$ cat config.mk
export PLATFORM = sky130hd
export DESIGN_NAME = ckey_match_gen
export DESIGN_NICKNAME = d
export VERILOG_FILES = /design/src/rtl/ckey_pkg.sv /design/src/rtl/ckey_regs.sv /design/src/rtl/ckey_cmp.sv /design/src/rtl/ckey_merge.sv /design/src/rtl/ckey_match_gen.sv
export SDC_FILE = /design/constraint.sdc
export NUM_CORES = 1
export LEC_CHECK = 0
export ABC_AREA = 1
export BUFFER_PORTS_ARGS = -buffer_cell sky130_fd_sc_hd__buf_4
export CORE_UTILIZATION = 56
export CTS_CLUSTER_SIZE = 8
export DETAILED_ROUTE_END_ITERATION = 16
export HOLD_SLACK_MARGIN = 0.15
export PLACE_DENSITY = 0.95
export SYNTH_ARGS = -nofsm -noshare
export SYNTH_HDL_FRONTEND = slang
export SYNTH_SLANG_ARGS = --single-unit
export TNS_END_PERCENT = 50
$ cat constraint.sdc
create_clock -name clk -period 2.8 [get_ports clk]
set_clock_uncertainty 0.2 [all_clocks]
set_input_delay 0.42 -clock clk [delete_from_list [all_inputs] [get_ports clk]]
set_output_delay 0.42 -clock clk [all_outputs]
set_load 0.005 [all_outputs]
$ cat src/rtl/ckey_pkg.sv
`timescale 1ns/1ps
package ckey_pkg;

    localparam int unsigned NUM_CH        = 3;
    localparam int unsigned CTRL_ADDR     = 0;
    localparam int unsigned KEY_BASE_ADDR = 5;
    localparam int unsigned DATA_EN_BIT   = 4;
    localparam int unsigned CH_EN_TOP_BIT = 3;

    // ch_en[0] is channel D, ch_en[1] channel E, ch_en[2] channel F
    typedef struct packed {
        logic              data_en;
        logic [NUM_CH-1:0] ch_en;
    } ckey_ctrl_t;

endpackage

$ cat src/rtl/ckey_regs.sv
`timescale 1ns/1ps
module ckey_regs
    import ckey_pkg::*;
#(
    parameter int unsigned DATA_W = 8,
    parameter int unsigned ADDR_W = 3
) (
    input  logic                          clk,
    input  logic                          rst_n,
    input  logic                          wr_en,
    input  logic [ADDR_W-1:0]             wr_addr,
    input  logic [DATA_W-1:0]             wr_data,
    output ckey_ctrl_t                    ctrl,
    output logic [NUM_CH-1:0][DATA_W-1:0] key_vals
);

    localparam logic [ADDR_W-1:0] CTRL_A = ADDR_W'(CTRL_ADDR);

    logic ctrl_sel;
    assign ctrl_sel = wr_en && (wr_addr == CTRL_A);

    always_ff @(posedge clk or negedge rst_n) begin
        if (!rst_n) begin
            ctrl <= '0;
        end else if (ctrl_sel) begin
            ctrl.data_en <= wr_data[DATA_EN_BIT];
            for (int c = 0; c < NUM_CH; c++) begin
                ctrl.ch_en[c] <= wr_data[CH_EN_TOP_BIT - c];
            end
        end
    end

    for (genvar c = 0; c < NUM_CH; c++) begin : g_key
        localparam logic [ADDR_W-1:0] KEY_A = ADDR_W'(KEY_BASE_ADDR + c);
        always_ff @(posedge clk or negedge rst_n) begin
            if (!rst_n) begin
                key_vals[c] <= '0;
            end else if (wr_en && (wr_addr == KEY_A)) begin
                key_vals[c] <= wr_data;
            end
        end
    end

endmodule

$ cat src/rtl/ckey_cmp.sv
`timescale 1ns/1ps
module ckey_cmp #(
    parameter int unsigned DATA_W = 8
) (
    input  logic              en,
    input  logic [DATA_W-1:0] pix,
    input  logic [DATA_W-1:0] key,
    output logic              vote,
    output logic              active
);

    // A disabled slice votes 1 so it is neutral in the AND reduction
    always_comb begin
        active = en;
        vote   = en ? (pix == key) : 1'b1;
    end

endmodule

$ cat src/rtl/ckey_merge.sv
`timescale 1ns/1ps
module ckey_merge
    import ckey_pkg::*;
(
    input  logic              clk,
    input  logic              rst_n,
    input  logic              data_en,
    input  logic [NUM_CH-1:0] votes,
    input  logic [NUM_CH-1:0] actives,
    input  logic              hw_key,
    input  logic              hw_key_en,
    output logic              key_q
);

    logic data_key;
    logic key_d;

    always_comb begin
        data_key = data_en && (|actives) && (&votes);
        key_d    = data_key || (hw_key && hw_key_en);
    end

    always_ff @(posedge clk or negedge rst_n) begin
        if (!rst_n) begin
            key_q <= 1'b0;
        end else begin
            key_q <= key_d;
        end
    end

endmodule

$ cat src/rtl/ckey_match_gen.sv
`timescale 1ns/1ps
module ckey_match_gen
    import ckey_pkg::*;
#(
    parameter int unsigned DATA_W = 8,
    parameter int unsigned ADDR_W = 3
) (
    input  logic              clk,
    input  logic              rst_n,
    input  logic              reg_wr,
    input  logic [ADDR_W-1:0] reg_addr,
    input  logic [DATA_W-1:0] reg_wdata,
    input  logic [DATA_W-1:0] tbl_d,
    input  logic [DATA_W-1:0] tbl_e,
    input  logic [DATA_W-1:0] tbl_f,
    input  logic              hw_key,
    input  logic              hw_key_en,
    output logic              key_out
);

    ckey_ctrl_t                    ctrl_q;
    logic [NUM_CH-1:0][DATA_W-1:0] key_vals_q;
    logic [NUM_CH-1:0][DATA_W-1:0] pix_vec;
    logic [NUM_CH-1:0]             votes;
    logic [NUM_CH-1:0]             actives;

    assign pix_vec = {tbl_f, tbl_e, tbl_d};

    ckey_regs #(
        .DATA_W (DATA_W),
        .ADDR_W (ADDR_W)
    ) u_regs (
        .clk      (clk),
        .rst_n    (rst_n),
        .wr_en    (reg_wr),
        .wr_addr  (reg_addr),
        .wr_data  (reg_wdata),
        .ctrl     (ctrl_q),
        .key_vals (key_vals_q)
    );

    for (genvar c = 0; c < NUM_CH; c++) begin : g_cmp
        ckey_cmp #(
            .DATA_W (DATA_W)
        ) u_cmp (
            .en     (ctrl_q.ch_en[c]),
            .pix    (pix_vec[c]),
            .key    (key_vals_q[c]),
            .vote   (votes[c]),
            .active (actives[c])
        );
    end

    ckey_merge u_merge (
        .clk       (clk),
        .rst_n     (rst_n),
        .data_en   (ctrl_q.data_en),
        .votes     (votes),
        .actives   (actives),
        .hw_key    (hw_key),
        .hw_key_en (hw_key_en),
        .key_q     (key_out)
    );

endmodule

After elaboration in Yosys (flattened, before gate mapping) --
Index checks and enable logic that the tools add are counted. W data, S select, Z words.
Word-level totals: logic and storage cells 26, output and inout port bits 1, bits of input ports 40, register bits after elaboration 29
Operators by class: equality and inequality tests 6, reductions and logical operators 11, mux-type cells 3
Operator list (count):
- $eq A8 B8 Y1 | 3
- $eq A3 B3 Y1 const B | 3
- $logic_and A1 B1 Y1 | 7
- $logic_not A3 Y1 | 1
- $mux W1 | 3
- $reduce_and A3 Y1 | 1
- $reduce_or A3 Y1 | 1
- $logic_or A1 B1 Y1 | 1

Logic depth before layout (Yosys ltp) --
Gate-level depths: netlist of the first run.
depth in word-level cells 5, gate-level depth with buffers 9, mapped depth without buffers 9

Modules after synthesis --
Synthesis of the first run repeated with hierarchy kept, for this count alone.
Second synthesis, totals: cells, all modules 250, area total of the unflattened synthesis 1660.3 um2
Modules (own cells, without submodules):
- ckey_regs | cells an instance 129, area an instance 1128.6 um2, times used 1, seq. area each 700.7 um2
- ckey_cmp | cells an instance 37, area an instance 157.7 um2, times used 3, seq. area each 0.0 um2
- ckey_merge | cells an instance 10, area an instance 58.8 um2, times used 1, seq. area each 25.0 um2

Worst setup path after synthesis of the first run --
OpenSTA, ideal clock, no wires.
kind input to register, start point input reg_addr[1], end point register u_regs.key_vals[17] (netlist bit), stages 6, data required time 2.480 ns, arrival 0.974 ns, library setup time 0.120 ns, buffers on the path 1, path slack 1.506 ns, path through inv_1 -> nor2_2 -> nand2_2 -> buf_6 -> nand2_2 -> o21ai_2
Between the ends: word-level cells in the longest chain between the ends 2
RTL lines:
- from (decl) | RTL line ckey_match_gen.sv:11 | input logic [ADDR_W-1:0] reg_addr,
- $eq A3 B3 Y1 | RTL line ckey_regs.sv:38 | end else if (wr_en && (wr_addr == KEY_A)) begin
- $logic_and A1 B1 Y1 | RTL line ckey_regs.sv:38
- to (signal, indexed assignment) | RTL line ckey_regs.sv:39 | key_vals[c] <= wr_data;
- to (decl) | RTL line ckey_regs.sv:14 | output logic [NUM_CH-1:0][DATA_W-1:0] key_vals
No other way between the ends. A chain may end at the register's enable or synchronous reset.

Worst setup path in the final report of the first run --
start point input hw_key_en, end point register u_merge.key_q
Between the ends: word-level cells in the longest chain between the ends 2
RTL lines:
- from (decl) | RTL line ckey_match_gen.sv:17 | input logic hw_key_en,
- $logic_and A1 B1 Y1 | RTL line ckey_merge.sv:20 | key_d = data_key || (hw_key && hw_key_en);
- $logic_or A1 B1 Y1 | RTL line ckey_merge.sv:20
- named net u_merge.key_d | RTL line ckey_merge.sv:16 | logic key_d;
- to (signal assigned) | RTL line ckey_merge.sv:27 | key_q <= key_d;
- to (decl) | RTL line ckey_merge.sv:12 | output logic key_q
The timed path passes the listed nets, and every way through them passes these cells.

==> metrics, run 1 <==
result of the run=finished, final reports clean; Least-Margin Pin Slew=between 0.4 and 0.5 ns; total number of placement rows=18; worst hold-check slack=approximately 0.19 ns; Seq cells post-synth=29; Mapped Cells=~180; max-cap violation count=0; Required @ worst endpoint=2.82 ns; Layout area overhead=26.1%; post-layout instance area=roughly 0.0019 sq mm; worst supply voltage drop on vdd=approximately 440 uV; series of cell instances along the critical path=dlygate4sd3_1, buf_4, nand2_1, dlygate4sd3_1, o21ai_0; DRT Pass-1 Iters=4; Placeable Area=around 0.0025 sq mm; mean number of vias per cell=around 4.9; final setup violation count=0; total nets after synthesis=roughly 220; top_reg_cell synth=sky130_fd_sc_hd__dfrtp_1; wire length of the first global-routing pass=4950 um; area of the mapped netlist=approximately 0.0015 sq mm; endpoint with the worst hold slack=u_regs.key_vals[14]; buffer depth of the longest clock path=2; post-placement cell area=between 0.0015 and 0.002 sq mm; count of pins over their slew limit=0; via count=1,282; starting utilization of the core area=about three fifths; Worst Hold Launch=reg_wdata[6]; DRC marker count from the first detailed-route iteration=17; Synthesis Warnings=0; Die Height=54.4 um; kind of launch point of the worst setup path=input port; number of antenna repair diodes=0; number of cells on the worst hold path=3; number of cells upsized or downsized after cts=0; number of enable flip-flop cells after synthesis=0; Worst path top cell family by delay=buffers and inverters; headroom to the max-slew limit=between 70% and 80%; pre-CTS WS=~1.2 ns; CP peak stage delay=roughly 0.53 ns; post-detailed-route count of antenna-violating nets=0; kind of capture point of the worst setup path=flop; worst path buffer plus inverter count=3; Power per Cell Area=563 mW/mm^2; TritonCTS clock tree=built; commonest cells in the synthesized netlist=64 x sky130_fd_sc_hd__nand2_1, 29 x sky130_fd_sc_hd__dfrtp_1, 22 x sky130_fd_sc_hd__inv_1; Root Buffer=sky130_fd_sc_hd__clkbuf_4; final std cells w/o fill=260; final clock period utilization by the worst path=approximately three fifths; final hold viol count=0; async set-or-reset flop fraction in the synthesized netlist=100%; shortest clock period the worst path allows after layout=~1.7 ns; type of the worst setup path=input port to flop; Clock Sink Count=29; total design power=1.09 mW; die width=between 50 and 60 um; Max H-tree Level=2; reg2reg end=u_merge.key_q; total wire length after detailed routing=about 3000 um; core utilization of the finished layout=around 76%; Tot GR Track Use=around 25%; largest net degree at the start of global routing=30; origin of the critical flop-to-flop path=u_regs.key_vals[12]; Inst Count DP=249; clock latency reported for the late side of the worst-skew pair=roughly 0.33 ns; synth top area cells=sky130_fd_sc_hd__dfrtp_1 47%, sky130_fd_sc_hd__nand2_1 16%, sky130_fd_sc_hd__xnor2_1 10%, sky130_fd_sc_hd__o21ai_2 9.1%, sky130_fd_sc_hd__inv_1 5.4%; Worst path most repeated cell=sky130_fd_sc_hd__dlygate4sd3_1; total setup buffers inserted after CTS=0; Wirelength per Cell=approximately 11 um; count of unique library cells instantiated by Yosys=15; most common cell in the netlist=sky130_fd_sc_hd__nand2_1; number of global-route vias before repair=approximately 1,100; share of cells above drive strength 1=a little under a third; IO Pins=41; number of buffers inserted by port buffering=40; Leakage Power=0.985 nW; global placement routability congestion=slightly above 0.8; sequential fraction of the synthesis area=47.3%; worst hold path class=input port to flop; area share of the leading cell type in the synthesized netlist=47.3%; DRC Markers=0; Fmax=between 500 and 600 MHz; accumulated negative setup slack=0 ns; final worst-path setup slack=1.09 ns; antenna violations before repair=0; worst reg2reg path depth=7; clock buffer count from CTS=5; Synth Area per Inst=8.44 sq um; Die Footprint=0.00296 sq mm; arrival time worst endpoint=around 1.7 ns; number of nets in the layout=approximately 270; total half-perimeter wirelength after legalization and detailed placement=approximately 2300 um; Reg2Reg Setup Slack=about 1.4 ns; CTS clock-pin slew for the worst setup and hold paths=about 0.11 ns; Critical-path top delay cell=sky130_fd_sc_hd__dlygate4sd3_1; setup repair after global routing missed its margin=false; crit-path max FO=1; cell accounting for the most synthesized area=sky130_fd_sc_hd__dfrtp_1; overflow left after global routing=0
[cell type report]
class,count,area [sq um]
inverters,22,82.6
multi-input cells,128,699
clock buffers,5,37.5
repair buffers,43,330
fillers,175,609
flip-flops and latches,29,726
well taps,30,37.5
clock inverters,3,22.5
[flip-flops by register name, summed over array words and instances (netlist names)]
name,flops
u_merge.key_q,1
u_regs.ctrl,4
u_regs.key_vals,24
[where the power goes]
| group | internal [mW] | switching (mW) | total, mW | leakage, nW |
|---|---|---|---|---|
| clock | 0.0969 | 0.158 | 0.255 | 0.0234 |
| sequential | 0.496 | 0.0581 | 0.554 | 0.365 |
| combinational | 0.150 | 0.130 | 0.280 | 0.597 |
| total | 0.743 | 0.346 | 1.09 | 0.985 |
[layer usage]
layer,wire length [um],up-vias,GRT usage (%)
met5,0,-,0
met1,1390,577,33.9
met4,69,0,10.7
li1,-,655,-
met3,143,6,5.83
met2,1380,44,37.4
[worst register-to-register path, stage by stage (launching register included)]
cell and delay [ns]:
sky130_fd_sc_hd__dfrtp_1 0.42, sky130_fd_sc_hd__xnor2_1 0.16, sky130_fd_sc_hd__nand2_1 0.07, sky130_fd_sc_hd__nor2_1 0.14
sky130_fd_sc_hd__nand2_1 0.07, sky130_fd_sc_hd__nand2_1 0.06, sky130_fd_sc_hd__nand2_1 0.05, sky130_fd_sc_hd__o21ai_0 0.13
[worst max path at each step]
stage,start,to,slack (ns),cells past startpoint
floorplan,reg_addr[1],u_regs.key_vals[17],1.51,6
global placement,reg_addr[1],u_regs.key_vals[21],1.29,6
detailed placement,reg_addr[1],u_regs.key_vals[22],1.24,6
CTS,hw_key_en,u_merge.key_q,1.09,5
global route,hw_key_en,u_merge.key_q,1.04,5
finish,hw_key_en,u_merge.key_q,1.09,5
[cell families (layout without fill, tap and decap cells)]
logic type / after synthesis / in the layout / share of synthesized area, %
AO/OA/AOI/OAI: 30 / 30 / 13.9
XOR/XNOR: 18 / 18 / 10.3
buffers and inverters: 25 / 73 / 7.17
flip-flops: 29 / 29 / 47.3
AND/OR/NAND/NOR: 80 / 80 / 21.4
[layout by cell type (no fill, tap or decap), drive strengths merged]
| cell | instances |
|---|---|
| xnor2 | 18 |
| nand4 | 1 |
| dfrtp | 29 |
| clkinvlp | 3 |
| nand2 | 70 |
| buf | 40 |
| inv | 22 |
| dlygate4sd3 | 3 |
| nand3 | 1 |
| clkbuf | 5 |
| o31a | 1 |
| o21ai | 29 |
| nor2 | 8 |
[timing repair]
| action | 4_1_cts | 5_1_grt |
|---|---|---|
| hold endpoints to repair | 30 | 0 |
| hold buffers | 3 | 0 |
| setup endpoints to repair | 0 | 0 |
(Power assumes the default switching activity.)
==> run 2, diff against run 1 <==
--- a/config.mk
+++ b/config.mk
@@ -7,11 +7,11 @@
 export LEC_CHECK = 0
 export ABC_AREA = 1
 export BUFFER_PORTS_ARGS = -buffer_cell sky130_fd_sc_hd__buf_4
-export CORE_UTILIZATION = 56
+export CORE_UTILIZATION = 52
 export CTS_CLUSTER_SIZE = 8
 export DETAILED_ROUTE_END_ITERATION = 16
 export HOLD_SLACK_MARGIN = 0.15
-export PLACE_DENSITY = 0.95
+export PLACE_DENSITY = 0.91
 export SYNTH_ARGS = -nofsm -noshare
 export SYNTH_HDL_FRONTEND = slang
 export SYNTH_SLANG_ARGS = --single-unit
==> constraint.sdc (replaced) <==
create_clock -name clk -period 1.74 [get_ports clk]
set_clock_uncertainty 0.2 [all_clocks]
set_input_delay 0.261 -clock clk [delete_from_list [all_inputs] [get_ports clk]]
set_output_delay 0.261 -clock clk [all_outputs]
set_load 0.005 [all_outputs]
==> run 2 against run 1 <==
Critical path depth did not move. Global-route usage fell by 2.1 points. Clock power rose by 88%. Combinational power rose by 63%. Total power rose by 68%. Final cell count rose by 3.5%. Clock-buffer cell count rose by 2. Largest power group unchanged.
==> metrics, run 2 (synthesis gave the netlist of run 1 again) <==
Least-Margin Pin Slew=0.391 ns (-0.0207 ns); layer with the highest usage after global routing=met2; total half-perimeter wirelength after legalization and detailed placement=2220 um (-3.0%); Required @ worst endpoint=1.76 ns (-1.06 ns); Fmax=~640 MHz; commonest cells after routing, fill and taps aside=64 x sky130_fd_sc_hd__nand2_1, 40 x sky130_fd_sc_hd__buf_4, 29 x sky130_fd_sc_hd__dfrtp_1, 22 x sky130_fd_sc_hd__inv_1, 18 x sky130_fd_sc_hd__xnor2_1; Most flops, register=u_regs.key_vals; max-cap violation count=0 (unchanged); result of the run=finished, final reports clean; headroom to the max-slew limit=73.9% (+1.4 points); Power per Cell Area=902 mW/mm^2 (+60%); origin of the critical flop-to-flop path=u_regs.key_vals[4]; post-placement cell area=0.00185 sq mm (about the same); buffer depth of the longest clock path=2 (unchanged); worst reg2reg path depth=7 (unchanged); number of global-route vias before repair=1,292 (+14%); DRT Pass-1 Iters=4 (unchanged); final worst-path setup slack=0.185 ns (-0.902 ns); number of fill cells in the layout=223 (+27%); die width=56.3 um (+3.6%); shortest clock period the worst path allows after layout=roughly 1.6 ns; largest net degree at the start of global routing=30 (unchanged); worst hold-check slack=0.172 ns (-0.0152 ns); reg2reg end=u_merge.key_q; worst supply voltage drop on vdd=714 uV (+63%); Clock Sink Count=29 (unchanged); worst hold path class=input port to asynchronous set/reset pin; Max H-tree Level=2 (unchanged); starting utilization of the core area=55.2% (-5.1 points); Register Area=726 sq um (unchanged); DRC Markers=0 (unchanged); mean number of vias per cell=4.81 (-2.4%); Wirelength per Cell=11.3 um (-1.9%); total design power=1.83 mW (+68%); accumulated negative setup slack=0 ns (unchanged); area taken by multi-input logic gates=699 sq um (unchanged); type of the worst setup path=input port to flop; Tot GR Track Use=22.6% (-2.1 points); Die Footprint=0.00317 sq mm (+7.4%); Root Buffer=sky130_fd_sc_hd__clkbuf_4; pre-CTS WS=0.373 ns (-0.868 ns); CTS clock-pin slew for the worst setup and hold paths=0.10 ns (about the same); DRC marker count from the first detailed-route iteration=44 (+27); commonest non-fill, non-tap cell in the layout=sky130_fd_sc_hd__nand2_1; Worst path most repeated cell=sky130_fd_sc_hd__dlygate4sd3_1; CP peak stage delay=0.54 ns (about the same); wire length of the first global-routing pass=5400 um (+9.1%); arrival time worst endpoint=1.58 ns (-0.15 ns); post-detailed-route count of antenna-violating nets=0 (unchanged); number of antenna repair diodes=0 (unchanged); number of buffers inserted by port buffering=40 (unchanged); clock buffer count from CTS=5 (unchanged); Critical-path top delay cell=sky130_fd_sc_hd__dlygate4sd3_1; post-layout instance area=0.00203 sq mm (+4.7%); overflow left after global routing=0 (unchanged); clock latency reported for the late side of the worst-skew pair=0.33 ns (about the same); count of pins over their slew limit=0 (unchanged); crit-path max FO=1 (unchanged); kind of launch point of the worst setup path=input port; Layout area overhead=32.0%; Leakage Power=1.04 nW (+5.2%); met1 Usage GRT=27.4% (-6.5 points); Die Height=56.3 um (+3.6%); Reg2Reg Setup Slack=0.42 ns (-1.00 ns); setup repair after global routing missed its margin=false; met3 routing resource usage after global routing=5.53% (-0.30 points); largest registers in the final layout=u_regs.key_vals: 24 flops, u_regs.ctrl: 4 flops, u_merge.key_q: 1 flops; final hold viol count=0 (unchanged); number of flip-flops under the largest register name=24 (unchanged); kind of capture point of the worst setup path=flop; via count=1,295 (+1.0%); antenna violations before repair=0 (unchanged); met2 Track Usage GR=40.0% (+2.6 points); final setup violation count=0 (unchanged); Placeable Area=0.00278 sq mm (+9.3%); total wire length after detailed routing=3030 um (+1.5%); IO Pins=41 (unchanged); total number of placement rows=19 (+1); final clock period utilization by the worst path=roughly nine tenths; share of cells above drive strength 1=30.3% (-1.1 points); series of cell instances along the critical path=dlygate4sd3_1, buf_4, nand2_1, dlygate4sd3_1, o21ai_0; number of nets in the layout=277 (+3.0%); TritonCTS clock tree=built; global placement routability congestion=0.761 (-5.8%)
[run 2: changes by cell type in the layout (fill, tap and decap cells not counted), sizes merged]
cell	delta
clkbuf	+2
clkinv	+1
clkinvlp	-3
dlygate4sd3	+8
[run 2: worst max-delay path: cells and delay by family]
family	cells	cell delay, ns
buf+inv	3	1.20
simple gates	1	0.04
compound gates	1	0.07
[run 2: per-stage QoR]
| stage | instances | util (%) |
|---|---|---|
| final | 269 | 72.9 |
| after floorplan | 182 | - |
| after detailed placement | 250 | 66.4 |
| after global placement | 250 | 66.4 |
| after CTS | 269 | 72.9 |
| after global routing | 269 | 72.9 |
[run 2: metal layers]
| metal | vias up | part of all wire (%) |
|---|---|---|
| met2 | 34 | 50 |
| met1 | 583 | 44 |
| met3 | 6 | 5.1 |
| met4 | 0 | 1.3 |
| met5 | - | 0 |
| li1 | 672 | - |
[run 2: worst max path at each step]
| stage | from | endpoint | slack [ns] | cells past startpoint |
|---|---|---|---|---|
| 2_1_floorplan | u_regs.key_vals[15] | u_merge.key_q | 0.55 | 7 |
| 3_5_place_dp | reg_addr[1] | u_regs.key_vals[7] | 0.37 | 4 |
| 3_3_place_gp | reg_addr[1] | u_regs.key_vals[20] | 0.39 | 6 |
| 6_report | hw_key_en | u_merge.key_q | 0.19 | 5 |
| 4_1_cts | hw_key_en | u_merge.key_q | 0.19 | 5 |
| 5_1_grt | hw_key_en | u_merge.key_q | 0.16 | 5 |
[run 2: area by class of cell]
cell class / instances / share of cell area (%)
Tap cell: 31 / 1.91
Sequential cell: 29 / 35.8
Clock buffer: 7 / 3.21
Multi-Input combinational cell: 128 / 34.5
Clock inverter: 1 / 0.247
Inverter: 22 / 4.07
Timing Repair Buffer: 51 / 20.2
[run 2: power breakdown]
group | switching, mW | internal, mW
Clock | 0.245 | 0.234
Combinational | 0.204 | 0.253
Sequential | 0.0938 | 0.799
Total | 0.543 | 1.29
[run 2: what timing repair did]
action,in CTS,in global routing
hold endpoints to repair,58,0
setup buffers,0,0
hold buffers,11,0
resized for setup,0,0
==> run 3, diff against run 2 <==
==> constraint.sdc (replaced) <==
create_clock -name clk -period 1.74 [get_ports clk]
set_clock_uncertainty 0.2 [all_clocks]
set_input_delay 0.087 -clock clk [delete_from_list [all_inputs] [get_ports clk]]
set_output_delay 0.087 -clock clk [all_outputs]
set_load 0.005 [all_outputs]
==> run 3 against run 2 <==
Clock power shrank 15%. Sequential power increased by 2%. Total power up 3.7%. Clock-buffer cell count shrank 1. Maximum frequency increased by 1.7%. Register-to-register slack worse by 0.12 ns. Critical path type unchanged. Critical endpoint is now u_regs.key_vals[21]. Largest cell class is now non-clock buffers. Largest power group unchanged.
==> metrics, run 3 (synthesis gave the netlist of run 1 again) <==
result of the run=finished, final reports clean; shortest clock period the worst path allows after layout=1.53 ns (-0.0256 ns); Placeable Area=0.00278 sq mm (unchanged); arrival time worst endpoint=1.56 ns (-0.02 ns); Inst Count DP=250 (unchanged); kind of capture point of the worst setup path=flop; final std cells w/o fill=305 (+13%); largest registers in the final layout=u_regs.key_vals: 24 flops, u_regs.ctrl: 4 flops, u_merge.key_q: 1 flops; DRT Pass-1 Iters=4 (unchanged); number of fill cells in the layout=146 (-35%); via count=1,593 (+23%); Most flops, register=u_regs.key_vals; global placement routability congestion=0.794 (+4.3%); Leakage Power=1.18 nW (+14%); Worst path most repeated cell=sky130_fd_sc_hd__dlygate4sd3_1; Critical-path top delay cell=sky130_fd_sc_hd__dlygate4sd3_1; antenna violations before repair=0 (unchanged); crit-path max FO=3 (+2); mean number of vias per cell=5.22 (+8.5%); number of global-route vias before repair=1,680 (+30%); Layout area overhead=54.3%; Die Height=56.3 um (unchanged); starting utilization of the core area=55.2% (unchanged); number of cells upsized or downsized after cts=0 (unchanged); commonest cells after routing, fill and taps aside=64 x sky130_fd_sc_hd__nand2_1, 47 x sky130_fd_sc_hd__dlygate4sd3_1, 40 x sky130_fd_sc_hd__buf_4, 29 x sky130_fd_sc_hd__dfrtp_1, 22 x sky130_fd_sc_hd__inv_1; TritonCTS clock tree=built; Max H-tree Level=2 (unchanged); IO Pins=41 (unchanged); number of nets in the layout=313 (+13%); number of flip-flops under the largest register name=24 (unchanged); total number of placement rows=19 (unchanged); final setup violation count=0 (unchanged); Required @ worst endpoint=1.77 ns (about the same); worst supply voltage drop on vdd=790 uV (+11%); Wirelength per Cell=15.0 um (+34%); CP peak stage delay=0.56 ns (+0.02 ns); accumulated negative setup slack=0 ns (unchanged); die width=56.3 um (unchanged); number of buffers inserted by port buffering=40 (unchanged); buffer depth of the longest clock path=2 (unchanged); setup repair after global routing missed its margin=false; final hold viol count=0 (unchanged); Power per Cell Area=800 mW/mm^2 (-11%); DRC marker count from the first detailed-route iteration=84 (+91%); final clock period utilization by the worst path=87.9% (-1.5 points); count of pins over their slew limit=0 (unchanged); commonest non-fill, non-tap cell in the layout=sky130_fd_sc_hd__nand2_1; kind of launch point of the worst setup path=input port; DRC Markers=0 (unchanged); CTS clock-pin slew for the worst setup and hold paths=0.11 ns (about the same); wire length of the first global-routing pass=7570 um (+40%); clock buffer count from CTS=5 (unchanged); type of the worst setup path=input port to flop; max-cap violation count=0 (unchanged); series of cell instances along the critical path=dlygate4sd3_1, buf_4, inv_1, o21ai_2, dlygate4sd3_1; share of cells above drive strength 1=25.9% (-4.3 points); Fmax=654 MHz (+1.7%); Tot GR Track Use=32.0% (+9.4 points); total half-perimeter wirelength after legalization and detailed placement=2320 um (+4.4%); Least-Margin Pin Slew=0.424 ns (+0.0328 ns); overflow left after global routing=0 (unchanged); total wire length after detailed routing=4590 um (+52%); number of antenna repair diodes=0 (unchanged); largest net degree at the start of global routing=30 (unchanged); Die Footprint=0.00317 sq mm (unchanged); worst hold path class=input port to flop; post-detailed-route count of antenna-violating nets=0 (unchanged); headroom to the max-slew limit=71.7% (-2.2 points); Clock Sink Count=29 (unchanged); Root Buffer=sky130_fd_sc_hd__clkbuf_4; clock latency reported for the late side of the worst-skew pair=0.34 ns (about the same)
## run 3: final cells by class
cell class / count / area, sq um / share of cell area [%]
Sequential cell: 29 / 726 / 30.6
Clock inverter: 2 / 10.0 / 0.423
Multi-Input combinational cell: 128 / 699 / 29.5
Tap cell: 31 / 38.8 / 1.64
Inverter: 22 / 82.6 / 3.49
Clock buffer: 6 / 41.3 / 1.74
Timing Repair Buffer: 87 / 771 / 32.5
## run 3: critical path: cells and delay by family
kind	cells	cell delay, ns
compound gates	1	0.08
buf+inv	4	1.39
## run 3: path summary, 6_finish.rpt
| kind | slack [ns] | cells past startpoint | from | end |
|---|---|---|---|---|
| min reg2reg | 0.31 | 2 | u_regs.ctrl[3] | u_regs.ctrl[3] |
| min | 0.25 | 5 | reg_addr[1] | u_regs.key_vals[11] |
| max in group asynchronous | 0.51 | 3 | rst_n | u_regs.key_vals[17] |
| max | 0.21 | 5 | reg_wdata[5] | u_regs.key_vals[21] |
| min in group asynchronous | 0.54 | 3 | rst_n | u_regs.key_vals[2] |
| max reg2reg | 0.30 | 3 | u_regs.key_vals[22] | u_regs.key_vals[22] |
## run 3: metal layers
layer / GRT usage (%) / vias to the layer above / wire, um
li1: - / 749 / -
met1: 37.3 / 734 / 1740
met2: 56.5 / 86 / 2370
met3: 7.83 / 24 / 314
met4: 12.9 / 0 / 168
met5: 0 / - / 0
## run 3: metrics by stage
stage | area (sq um) | power, mW | util [%] | hold WS, ns | worst slack (ns)
6_report | 2370 | 1.90 | 85.2 | 0.253 | 0.211
5_1_grt | 2370 | 2.00 | 85.2 | 0.281 | 0.173
3_3_place_gp | 1850 | 1.33 | 66.4 | -0.173 | 0.464
3_5_place_dp | 1850 | 1.35 | 66.4 | -0.170 | 0.377
4_1_cts | 2370 | 1.83 | 85.2 | 0.188 | 0.237
2_1_floorplan | 1540 | 1.20 | - | -0.409 | 0.553
## run 3: power by group
group | switching [mW] | leakage (nW) | total (mW) | internal [mW]
combinational | 0.261 | 0.780 | 0.581 | 0.320
sequential | 0.107 | 0.365 | 0.906 | 0.799
clock | 0.255 | 0.0320 | 0.409 | 0.154
total | 0.623 | 1.18 | 1.90 | 1.27
## run 3: what timing repair did
item / 4_1_cts / 5_1_grt
hold endpoints to repair: 58 / 0
hold buffers: 47 / 0
buffers inserted: 0 / 0
